### src/rtl/sbuf_uart_pkg.sv
package sbuf_uart_pkg;

  // Word index of each register (byte address bits [4:2])
  typedef enum logic [2:0] {
    REG_DATA = 3'd0,
    REG_STAT = 3'd1,
    REG_CTRL = 3'd2,
    REG_FLAG = 3'd3,
    REG_DIV  = 3'd4
  } reg_sel_e;

  // Control register, bit5 down to bit0
  typedef struct packed {
    logic ovr_rx_ie;
    logic ovr_tx_ie;
    logic rx_ie;
    logic tx_ie;
    logic rx_en;
    logic tx_en;
  } ctrl_t;

  typedef enum logic [1:0] {
    RX_IDLE  = 2'd0,
    RX_START = 2'd1,
    RX_DATA  = 2'd2,
    RX_STOP  = 2'd3
  } rx_state_e;

endpackage

### src/rtl/sbuf_uart_tx.sv
module sbuf_uart_tx #(
  parameter int DATA_W = 8,
  parameter int DIV_W  = 21
) (
  input  logic              clk,
  input  logic              rst_n,
  input  logic              en,
  input  logic [DIV_W-1:0]  div,
  input  logic              hold_valid,
  input  logic [DATA_W-1:0] hold_byte,
  output logic              load,
  output logic              txd,
  output logic              busy
);
  localparam int FRAME = DATA_W + 2;
  localparam int IDX_W = $clog2(FRAME);

  logic [FRAME-1:0] sh_q;
  logic [DIV_W-1:0] cnt_q;
  logic [IDX_W-1:0] idx_q;
  logic             busy_q;

  assign load = !busy_q && en && hold_valid;
  assign busy = busy_q;
  assign txd  = busy_q ? sh_q[0] : 1'b1;

  always_ff @(posedge clk or negedge rst_n) begin
    if (!rst_n) begin
      sh_q   <= '1;
      cnt_q  <= '0;
      idx_q  <= '0;
      busy_q <= 1'b0;
    end else if (!busy_q) begin
      if (load) begin
        sh_q   <= {1'b1, hold_byte, 1'b0};
        cnt_q  <= div - DIV_W'(1);
        idx_q  <= '0;
        busy_q <= 1'b1;
      end
    end else if (cnt_q == '0) begin
      cnt_q <= div - DIV_W'(1);
      if (idx_q == IDX_W'(FRAME - 1)) begin
        busy_q <= 1'b0;
      end else begin
        sh_q  <= {1'b1, sh_q[FRAME-1:1]};
        idx_q <= idx_q + IDX_W'(1);
      end
    end else begin
      cnt_q <= cnt_q - DIV_W'(1);
    end
  end


  tx_start_low_chk: assert property (@(posedge clk) disable iff (!rst_n)
    load |=> (busy_q && !txd));

  tx_stop_high_chk: assert property (@(posedge clk) disable iff (!rst_n)
    $fell(busy_q) |-> $past(txd));

endmodule

### src/rtl/sbuf_uart_rx.sv
module sbuf_uart_rx
  import sbuf_uart_pkg::*;
#(
  parameter int DATA_W = 8,
  parameter int DIV_W  = 21
) (
  input  logic              clk,
  input  logic              rst_n,
  input  logic              en,
  input  logic [DIV_W-1:0]  div,
  input  logic              rxd,
  output logic              done,
  output logic [DATA_W-1:0] rx_byte
);
  localparam int BIT_W = $clog2(DATA_W);

  logic [2:0]        sync_q;
  logic              line, fall;
  rx_state_e         st_q;
  logic [DIV_W-1:0]  cnt_q;
  logic [BIT_W-1:0]  nbit_q;
  logic [DATA_W-1:0] sh_q;
  logic              done_q;

  assign line    = sync_q[1];
  assign fall    = sync_q[2] && !sync_q[1];
  assign done    = done_q;
  assign rx_byte = sh_q;

  always_ff @(posedge clk or negedge rst_n) begin
    if (!rst_n) begin
      sync_q <= '1;
      st_q   <= RX_IDLE;
      cnt_q  <= '0;
      nbit_q <= '0;
      sh_q   <= '0;
      done_q <= 1'b0;
    end else begin
      sync_q <= {sync_q[1:0], rxd};
      done_q <= 1'b0;
      case (st_q)
        RX_IDLE: if (en && fall) begin
          st_q  <= RX_START;
          cnt_q <= (div >> 1) - DIV_W'(1);
        end
        RX_START: if (cnt_q == '0) begin
          if (!line) begin
            st_q   <= RX_DATA;
            cnt_q  <= div - DIV_W'(1);
            nbit_q <= '0;
          end else begin
            st_q <= RX_IDLE;
          end
        end else cnt_q <= cnt_q - DIV_W'(1);
        RX_DATA: if (cnt_q == '0) begin
          sh_q   <= {line, sh_q[DATA_W-1:1]};
          cnt_q  <= div - DIV_W'(1);
          nbit_q <= nbit_q + BIT_W'(1);
          if (nbit_q == BIT_W'(DATA_W - 1)) st_q <= RX_STOP;
        end else cnt_q <= cnt_q - DIV_W'(1);
        default: if (cnt_q == '0) begin
          done_q <= line;
          st_q   <= RX_IDLE;
        end else cnt_q <= cnt_q - DIV_W'(1);
      endcase
    end
  end


  rx_stop_valid_chk: assert property (@(posedge clk) disable iff (!rst_n)
    done_q |-> $past(line));

endmodule

### src/rtl/sbuf_uart.sv
module sbuf_uart
  import sbuf_uart_pkg::*;
#(
  parameter int ADDR_W  = 5,
  parameter int BUS_W   = 32,
  parameter int DATA_W  = 8,
  parameter int DIV_W   = 21,
  parameter int MIN_DIV = 16
) (
  input  logic              clk,
  input  logic              rst_n,
  input  logic              bus_sel,
  input  logic              bus_wr,
  input  logic [ADDR_W-1:0] bus_addr,
  input  logic [BUS_W-1:0]  bus_wdata,
  output logic [BUS_W-1:0]  bus_rdata,
  input  logic              ser_rx,
  output logic              ser_tx,
  output logic              irq_tx,
  output logic              irq_rx,
  output logic              irq_ovr
);
  localparam int IDX_W  = ADDR_W - 2;
  localparam int CTRL_W = $bits(ctrl_t);

  function automatic logic [DIV_W-1:0] clamp_div(input logic [BUS_W-1:0] w);
    logic [DIV_W-1:0] v;
    v = w[DIV_W-1:0];
    return (v < DIV_W'(MIN_DIV)) ? DIV_W'(MIN_DIV) : v;
  endfunction

  function automatic logic hit(input logic [IDX_W-1:0] idx, input reg_sel_e r);
    return idx == IDX_W'(r);
  endfunction

  ctrl_t             ctrl_q;
  logic [DIV_W-1:0]  div_q;
  logic [3:0]        flags_q;   // {rx_ovr, tx_ovr, rx, tx}
  logic              tx_full, rx_full;
  logic [DATA_W-1:0] tx_hold, rx_hold;
  logic [BUS_W-1:0]  rdata_q;

  // Named internal events
  logic [IDX_W-1:0]  idx;
  logic              wr_data, wr_ctrl, wr_flag, wr_div, rd_any, rd_data;
  logic              tx_load, tx_busy, rx_done;
  logic [DATA_W-1:0] rx_byte;
  logic [3:0]        flag_set, flag_clr;
  logic              unused_ok;

  assign idx     = bus_addr[ADDR_W-1:2];
  assign wr_data = bus_sel && bus_wr && hit(idx, REG_DATA);
  assign wr_ctrl = bus_sel && bus_wr && hit(idx, REG_CTRL);
  assign wr_flag = bus_sel && bus_wr && hit(idx, REG_FLAG);
  assign wr_div  = bus_sel && bus_wr && hit(idx, REG_DIV);
  assign rd_any  = bus_sel && !bus_wr;
  assign rd_data = rd_any && hit(idx, REG_DATA);
  assign unused_ok = ^{bus_addr[1:0], bus_wdata};

  sbuf_uart_tx #(.DATA_W(DATA_W), .DIV_W(DIV_W)) u_tx (
    .clk(clk), .rst_n(rst_n), .en(ctrl_q.tx_en), .div(div_q),
    .hold_valid(tx_full), .hold_byte(tx_hold),
    .load(tx_load), .txd(ser_tx), .busy(tx_busy));

  sbuf_uart_rx #(.DATA_W(DATA_W), .DIV_W(DIV_W)) u_rx (
    .clk(clk), .rst_n(rst_n), .en(ctrl_q.rx_en), .div(div_q),
    .rxd(ser_rx), .done(rx_done), .rx_byte(rx_byte));

  assign flag_set = {rx_done && rx_full, wr_data && tx_full,
                     rx_done && !rx_full, tx_load};
  assign flag_clr = wr_flag ? bus_wdata[3:0] : 4'b0;

  always_ff @(posedge clk or negedge rst_n) begin
    if (!rst_n) begin
      ctrl_q  <= '0;
      div_q   <= DIV_W'(MIN_DIV);
      flags_q <= '0;
      tx_full <= 1'b0;
      rx_full <= 1'b0;
      tx_hold <= '0;
      rx_hold <= '0;
      rdata_q <= '0;
    end else begin
      if (wr_ctrl) ctrl_q <= ctrl_t'(bus_wdata[CTRL_W-1:0]);
      if (wr_div)  div_q  <= clamp_div(bus_wdata);
      flags_q <= (flags_q & ~flag_clr) | flag_set;

      if (wr_data && !tx_full) begin
        tx_hold <= bus_wdata[DATA_W-1:0];
        tx_full <= 1'b1;
      end else if (tx_load) begin
        tx_full <= 1'b0;
      end

      if (rx_done && !rx_full) begin
        rx_hold <= rx_byte;
        rx_full <= 1'b1;
      end else if (rd_data) begin
        rx_full <= 1'b0;
      end

      if (rd_any) begin
        case (idx)
          IDX_W'(REG_DATA): rdata_q <= BUS_W'(rx_hold);
          IDX_W'(REG_STAT): rdata_q <= BUS_W'({flags_q[3:2], rx_full, tx_full});
          IDX_W'(REG_CTRL): rdata_q <= BUS_W'(ctrl_q);
          IDX_W'(REG_FLAG): rdata_q <= BUS_W'(flags_q);
          IDX_W'(REG_DIV):  rdata_q <= BUS_W'(div_q);
          default:          rdata_q <= '0;
        endcase
      end
    end
  end

  assign bus_rdata = rdata_q;
  assign irq_tx    = flags_q[0] && ctrl_q.tx_ie;
  assign irq_rx    = flags_q[1] && ctrl_q.rx_ie;
  assign irq_ovr   = (flags_q[2] && ctrl_q.ovr_tx_ie) || (flags_q[3] && ctrl_q.ovr_rx_ie);


  div_floor_chk: assert property (@(posedge clk) disable iff (!rst_n)
    div_q >= DIV_W'(MIN_DIV));

  tx_load_frees_chk: assert property (@(posedge clk) disable iff (!rst_n)
    tx_load |=> (!tx_full && flags_q[0]));

  tx_ovr_set_chk: assert property (@(posedge clk) disable iff (!rst_n)
    (wr_data && tx_full) |=> flags_q[2]);

  rx_fill_chk: assert property (@(posedge clk) disable iff (!rst_n)
    $rose(rx_full) |-> $past(rx_done));

  rx_ovr_set_chk: assert property (@(posedge clk) disable iff (!rst_n)
    (rx_done && rx_full) |=> (flags_q[3] && rx_full));

  flag_keep_chk: assert property (@(posedge clk) disable iff (!rst_n)
    (wr_flag && !bus_wdata[1] && flags_q[1]) |=> flags_q[1]);

endmodule

### config.mk
export PLATFORM = sky130hd
export DESIGN_NAME = sbuf_uart
export DESIGN_NICKNAME = d
export VERILOG_FILES = /design/src/rtl/sbuf_uart_pkg.sv /design/src/rtl/sbuf_uart_tx.sv /design/src/rtl/sbuf_uart_rx.sv /design/src/rtl/sbuf_uart.sv
export SDC_FILE = /design/constraint.sdc
export NUM_CORES = 1
export LEC_CHECK = 0
export ABC_AREA = 1
export ABC_CLOCK_PERIOD_IN_PS = 2400
export BUFFER_PORTS_ARGS = -buffer_cell sky130_fd_sc_hd__buf_2
export CAP_MARGIN = 10
export CORE_MARGIN = 2
export CORE_UTILIZATION = 50
export CTS_CLUSTER_SIZE = 25
export DETAILED_ROUTE_END_ITERATION = 10
export PLACE_DENSITY_LB_ADDON = 0.12
export SYNTH_ARGS = -nofsm -noshare
export SYNTH_HDL_FRONTEND = slang
export SYNTH_HIERARCHICAL = 1
export SYNTH_SLANG_ARGS = --single-unit
### constraint.sdc
create_clock -name clk -period 2.4 [get_ports clk]
set_clock_uncertainty 0.2 [all_clocks]
set_input_delay 0.36 -clock clk [delete_from_list [all_inputs] [get_ports clk]]
set_output_delay 0.36 -clock clk [all_outputs]
set_load 0.02 [all_outputs]
==> out/results.ini, run 1 <==
[clock_network]
path_clk_slew_ns=0.06
h-tree-depth=4
clock_path_buffers=2
cts_tree=yes
clock-sinks=143
cts_buffers=17
cts_setup_buffers=0
clk_latency_ns=0.43
cts_root_buf=clkbuf_16

[placed_design]
place_ws_ns=0.139
port_buffers=53
gp_congestion=0.958
place_inst=1742
dp_hpwl_mm=19.5
dpl-instance-area_sq_um=10300

[synth]
synth-xor-area-share=0.0372
synth-edff-count=0
ys_seq_area_frac=0.372
synthMuxAreaShare=0.0104
synthCells=1434
async_reset_ff_frac=1.00
ys_seq_elements=143
postSynthAreaPerCell_sq_um=6.74
synthAdderAreaFrac=0.0207
synthSimpleGateAreaFrac=0.396
synth_top_family_by_area=simple AND/OR/NAND/NOR gates
ys.flop_type=dfrtp_1
synth_warnings=6
synth_compound_area_frac=0.0743
syn_area_sq_um=9670
yosysUniqueCellTypes=46

[pwr]
power.internal_mw=6.22
leakagePower_nw=5.85
seqPwrFrac=0.322
p_comb_frac=0.442
switching_share=0.447
power_density_nw_per_um2=1020
pwr-share-clk=0.237
p_switching_mw=5.02
peakVddDrop_mv=0.660

[timing]
fin_crit_sh=0.921
layout_setup_ws_ns=0.190
post-route-min-period_ns=2.21
final_hold_viol_count=0
max_clock_freq_mhz=453
slew_headroom=0.462
drv_slew=0
finalSetupViolations=0
worst_slew_pin_slew_ns=0.806
setup_tns_ns=0
rsz0062_at_grt=false

[die]
start_util=0.513
die_h_microns=143
die_w_microns=143
placeableCoreArea_sq_um=18800
fp.dieArea_sq_um=20500
pin_count=78
rows=50

[min_path]
hold_path_class=primary input to flip-flop
whs_path_depth=3

[final_layout]
drive_gt1_frac=0.129
num-nets-final=1576
design_area_sq_um=11100
stdcell_count=1791
antenna_cells=0
area_growth_pct=14.3
n_fill_cell=1840

[global_route]
grt_first_pass_wirelength_mm=43.2
antenna_found_initial=0
grt_pass1_vias=8690
overflow=0
grt_max_degree=51
grtUsageTotal=0.270

[drt]
drcViolationCount=0
drt_iter0_drc=589
wire_per_inst_microns=14.8
dr_total_vias=9141
drt-vias-per-instance=5.10
drt_first_pass_iters=5
routed_wirelength_mm=26.5
ant_nets=0

[run]
drv_cap=0

[worst_setup_path]
end_kind=flip-flop
critPathLaunchType=flip-flop
worstSetupPathType=flip-flop to flip-flop
reg2reg_depth=10
worstPathArrival_ns=2.32
worstPathMaxFanout=10
worst-endpoint-required_ns=2.51

[status]
status=finished clean

## metrics by stage
stage               total power [mW]   util  hold slack [ns]
global placement                8.37  0.546            0.146
detailed placement              8.46  0.546            0.147
finish                          11.2  0.587           0.0146
CTS                             11.2  0.586          0.00182
global route                    12.2  0.587          0.00974
floorplan                       7.14      -           -0.136
## cell usage after synthesis (11+ instances only)
cell,number,area [sq um]
a21oi_1,21,105
buf_4,15,113
clkbuf_1,16,60.1
dfrtp_1,130,3250
dfstp_2,13,342
ha_1,16,200
inv_1,133,499
nand2_1,546,2050
nand3_1,133,666
nand4_1,21,131
nor2_1,165,619
o21ai_0,63,315
o21ai_2,11,96.3
xor2_1,35,307
## final cells by class
type | count | area, sq um | area share
clock buffers | 18 | 439 | 0.0397
inverters | 143 | 544 | 0.0493
well taps | 260 | 325 | 0.0294
flip-flops and latches | 143 | 3590 | 0.325
repair buffers | 104 | 742 | 0.0671
multi-input cells | 1109 | 5260 | 0.476
clock inverters | 14 | 146 | 0.0132
## power by group through the flow
stage	logic [mW]	registers, mW	clock network, mW
after floorplan	3.61	3.53	0
after global placement	4.75	3.63	0
after detailed placement	4.83	3.63	0
after CTS	4.90	3.60	2.73
after global routing	5.67	3.69	2.81
final	4.97	3.61	2.66
## per-layer routing
metal  vias to the layer above  routed length [microns]  track usage
met3                        60                     1240       0.0456
met2                       243                    12400        0.438
met4                         0                      799        0.102
met1                      4172                    12000        0.362
li1                       4666                        -            -
met5                         -                        0            0
## critical path, cell delays in order (launching register included)
cell      delay (ns)
dfrtp_1         0.40
inv_1           0.14
ha_1            0.21
nand2_1         0.09
nor3_1          0.23
nand3_2         0.21
buf_4           0.23
o211ai_1        0.17
nand2_1         0.08
nand2_1         0.08
nand2_1         0.05
## cell usage in the layout (no fill, tap or decap), drive strengths merged
cell type,n
nand3b,5
o21ai,85
mux2,8
clkinvlp,1
ha,16
nor2,182
clkbuf,18
o21bai,4
dfstp,13
mux2i,1
dfrtp,130
a31oi,2
nand2,554
clkinv,5
xor2,35
o211ai,7
and2,1
nor3,8
a21boi,1
bufinv,1
dlygate4sd3,17
buf,87
conb,11
xnor2,6
o31ai,2
nand3,134
or2,3
nand4,21
inv,150
a21oi,22
a22o,1
## registers in the layout, summed over array words and instances, names as in the netlist
name	cells
bus_rdata	21
div_q	21
u_rx/cnt_q	21
u_tx/cnt_q	21
u_tx/sh_q	9
rx_hold	8
tx_hold	8
u_rx/rx_byte	8
ctrl_q	6
flags_q	4
u_tx/idx_q	4
u_rx/nbit_q	3
u_rx/sync_q	3
u_rx/st_q	2
rx_full	1
tx_full	1
u_rx/done	1
u_tx/busy	1
## final timing paths
check,start,to,slack (ns)
max,u_rx/cnt_q[0],u_rx/cnt_q[6],0.19
min,bus_wdata[2],div_q[2],0.01
max reg2reg,u_rx/cnt_q[0],u_rx/cnt_q[6],0.19
min reg2reg,u_rx/sync_q[0],u_rx/sync_q[1],0.16
max in group asynchronous,rst_n,bus_rdata[8],1.09
min in group asynchronous,rst_n,tx_hold[5],0.26
## cells by family after synthesis
kind of cell               count (synthesis)
DFF                                      143
adders and majority gates                 16
and+or+nand+nor                          908
buffers and inverters                    192
muxes                                      9
other                                      1
AOI/OAI and AO/OA                        124
xor gates and xnor gates                  41
## timing repair
| item | CTS | global route |
|---|---|---|
| resized for setup | 0 | 6 |
| hold buffers | 17 | 0 |
| endpoints found under the setup margin | 0 | 13 |
| endpoints found under the hold margin | 52 | 0 |
(Power assumes the default switching activity.)
==> run 2, diff against run 1 <==
--- a/config.mk
+++ b/config.mk
@@ -6,9 +6,8 @@
 export NUM_CORES = 1
 export LEC_CHECK = 0
 export ABC_AREA = 1
-export ABC_CLOCK_PERIOD_IN_PS = 2400
+export ABC_CLOCK_PERIOD_IN_PS = 2200
 export BUFFER_PORTS_ARGS = -buffer_cell sky130_fd_sc_hd__buf_2
-export CAP_MARGIN = 10
 export CORE_MARGIN = 2
 export CORE_UTILIZATION = 50
 export CTS_CLUSTER_SIZE = 25
==> constraint.sdc (replaced) <==
create_clock -name clk -period 2.2 [get_ports clk]
set_clock_uncertainty 0.2 [all_clocks]
set_input_delay 0.33 -clock clk [delete_from_list [all_inputs] [get_ports clk]]
set_output_delay 0.33 -clock clk [all_outputs]
set_load 0.02 [all_outputs]
==> run 2 against run 1 <==
Die area stayed put. Sequential cell count stayed put. Largest cell class unchanged. Global-route usage up 0.39 points.
==> out/results.ini, run 2 (synthesis results as in run 1) <==
[status]
status=finished clean

[die]
pin_count=78  ; unchanged
fp.dieArea_sq_um=20500  ; unchanged
placeableCoreArea_sq_um=18800  ; unchanged
rows=50  ; unchanged
die_h_microns=143  ; unchanged
start_util=0.513  ; unchanged
die_w_microns=143  ; unchanged

[timing]
max_clock_freq_mhz=468  ; +3.4%
rsz0062_at_grt=true
setup_tns_ns=0  ; unchanged
final_hold_viol_count=0  ; unchanged
whs_ns=0.0280  ; +0.0133 ns
worst_slew_pin_slew_ns=0.634  ; -0.171 ns
slew_headroom=0.577  ; +0.114
finalSetupViolations=0  ; unchanged
fin_crit_sh=0.972  ; +0.0511
layout_setup_ws_ns=0.0621  ; -0.128 ns
post-route-min-period_ns=2.14  ; -0.0717 ns
drv_slew=0  ; unchanged

[final_layout]
final_common_cell=nand2_1
drive_gt1_frac=0.155  ; +0.0263
layout_common_cells=nand2_1, nor2_1, nand3_1
num-nets-final=1613  ; +2.3%
antenna_cells=0  ; unchanged
area_growth_pct=18.1
design_area_sq_um=11400  ; +3.3%

[worst_setup_path]
cp_cell_sequence=inv_2 > ha_2 > nand2_1 > nor2_2 > nand3b_4 > nor2_8 > inv_4 > o21ai_4 > buf_4 > clkbuf_16 > a21oi_1 > nand2_1 > nand2_1
cpMaxStageDelayCell=dfrtp_1
worstPathMaxFanout=9  ; -1
reg2reg_depth=13  ; +3
worst-endpoint-required_ns=2.33  ; -0.18 ns
cp_slowest_stage_delay_ns=0.40  ; about the same
r2r_start=u_rx/cnt_q[0]
reg2reg_slack_ns=0.06  ; -0.13 ns
critPathLaunchType=flip-flop
cp_top_family=simple AND/OR/NAND/NOR gates
end_kind=flip-flop
cpMostUsedCell=nand2_1
r2r_end=u_rx/cnt_q[10]
timing.critical_path.buf_inv=4  ; +2
worstSetupPathType=flip-flop to flip-flop
worstPathArrival_ns=2.27  ; -0.05 ns

[drt]
ant_nets=0  ; unchanged
drcViolationCount=0  ; unchanged
drt_first_pass_iters=5  ; unchanged
dr_total_vias=9422  ; +3.1%
routed_wirelength_mm=27.4  ; +3.2%
drt-vias-per-instance=5.15  ; +0.99%
drt_iter0_drc=680  ; +15%
wire_per_inst_microns=15.0  ; +1.2%

[min_path]
whs_path_depth=3  ; unchanged
hold_path_class=primary input to flip-flop
whs_endpoint=tx_hold[7]
min_from=bus_wdata[7]

[global_route]
grt_util_met2=0.447  ; +0.00881
grtUsageTotal=0.274  ; +0.00390
overflow=0  ; unchanged
grt_max_degree=45  ; -12%
busiest_layer=met2
grt_first_pass_wirelength_mm=44.0  ; +1.8%
grt_pass1_vias=8900  ; +2.4%
globalRouteMet3Util=0.0469  ; +0.00134
grtUsageMet1=0.362  ; about the same
antenna_found_initial=0  ; unchanged

[placed_design]
dp_hpwl_mm=19.9  ; +2.1%
dpl-instance-area_sq_um=10500  ; +1.9%
place_ws_ns=0.0593  ; -0.0800 ns
gp_congestion=0.935  ; -2.4%
port_buffers=53  ; unchanged

[clock_network]
clock-sinks=143  ; unchanged
cts_buffers=17  ; unchanged
cts_root_buf=clkbuf_16
clk_latency_ns=0.43  ; about the same
h-tree-depth=4  ; unchanged
path_clk_slew_ns=0.07  ; about the same
cts_tree=yes
clock_path_buffers=2  ; unchanged

[run]
drv_cap=0  ; unchanged

[pwr]
leakagePower_nw=6.05  ; +3.3%
power_density_nw_per_um2=1110  ; +9.6%
peakVddDrop_mv=0.976  ; +48%

-- run 2: changes by cell type in the layout (fill, tap and decap cells not counted), moves of 2 or more --
cell,before,now
clkbuf_16,17,19
inv_8,3,5
buf_4,29,61
ha_2,0,2
nor2_1,163,155
nor2_2,12,19
clkinv_4,3,0
o21ai_0,63,61
dlygate4sd3_1,17,20
clkinv_8,0,3
o21ai_1,10,12
ha_1,16,14
-- run 2: worst max-delay path by stage --
stage	from	to	slack, ns	cells past startpoint
6_report	u_rx/cnt_q[0]	u_rx/cnt_q[10]	0.06	13
5_1_grt	u_rx/cnt_q[0]	u_rx/cnt_q[15]	-0.02	13
4_1_cts	u_rx/cnt_q[0]	u_rx/cnt_q[7]	0.05	12
3_5_place_dp	u_rx/cnt_q[0]	u_rx/cnt_q[12]	0.06	12
3_3_place_gp	u_rx/cnt_q[0]	u_rx/cnt_q[14]	0.09	12
2_1_floorplan	u_rx/cnt_q[0]	u_rx/cnt_q[15]	0.16	12
-- run 2: area by class of cell --
| type | count | area, sq um |
|---|---|---|
| Inverter | 143 | 548 |
| Timing Repair Buffer | 141 | 1070 |
| Tap cell | 260 | 325 |
| Sequential cell | 143 | 3600 |
| Clock buffer | 17 | 425 |
| Fill cell | 1764 | 7420 |
| Clock inverter | 15 | 163 |
| Multi-Input combinational cell | 1109 | 5280 |
-- run 2: per-stage QoR --
step / power [mW] / instances / util
after floorplan: 7.79 / 1444 / -
after global placement: 9.26 / 1767 / 0.556
after detailed placement: 9.34 / 1767 / 0.556
after CTS: 12.3 / 1819 / 0.598
after global routing: 13.7 / 1828 / 0.606
final: 12.7 / 1828 / 0.606
-- run 2: repair_timing --
action | 4_1_cts | 5_1_grt
buffers inserted | 0 | 7
endpoints found under the hold margin | 104 | 0
hold buffers | 20 | 0
setup endpoints to repair | 0 | 21
resized for setup | 0 | 20
-- run 2: power by group --
| part | switching (mW) | internal [mW] |
|---|---|---|
| clock | 1.37 | 1.53 |
| combinational | 3.70 | 2.19 |
| sequential | 0.682 | 3.26 |
-- run 2: tightest hold or removal path, cell delays in order --
cell,delay [ns]
buf_2,0.12
inv_1,0.11
o21ai_2,0.07
-- run 2: metal layers --
metal | up-vias | share of wire
met5 | - | 0
met4 | 0 | 0.029
met3 | 61 | 0.053
met2 | 297 | 0.47
met1 | 4315 | 0.45
li1 | 4749 | -
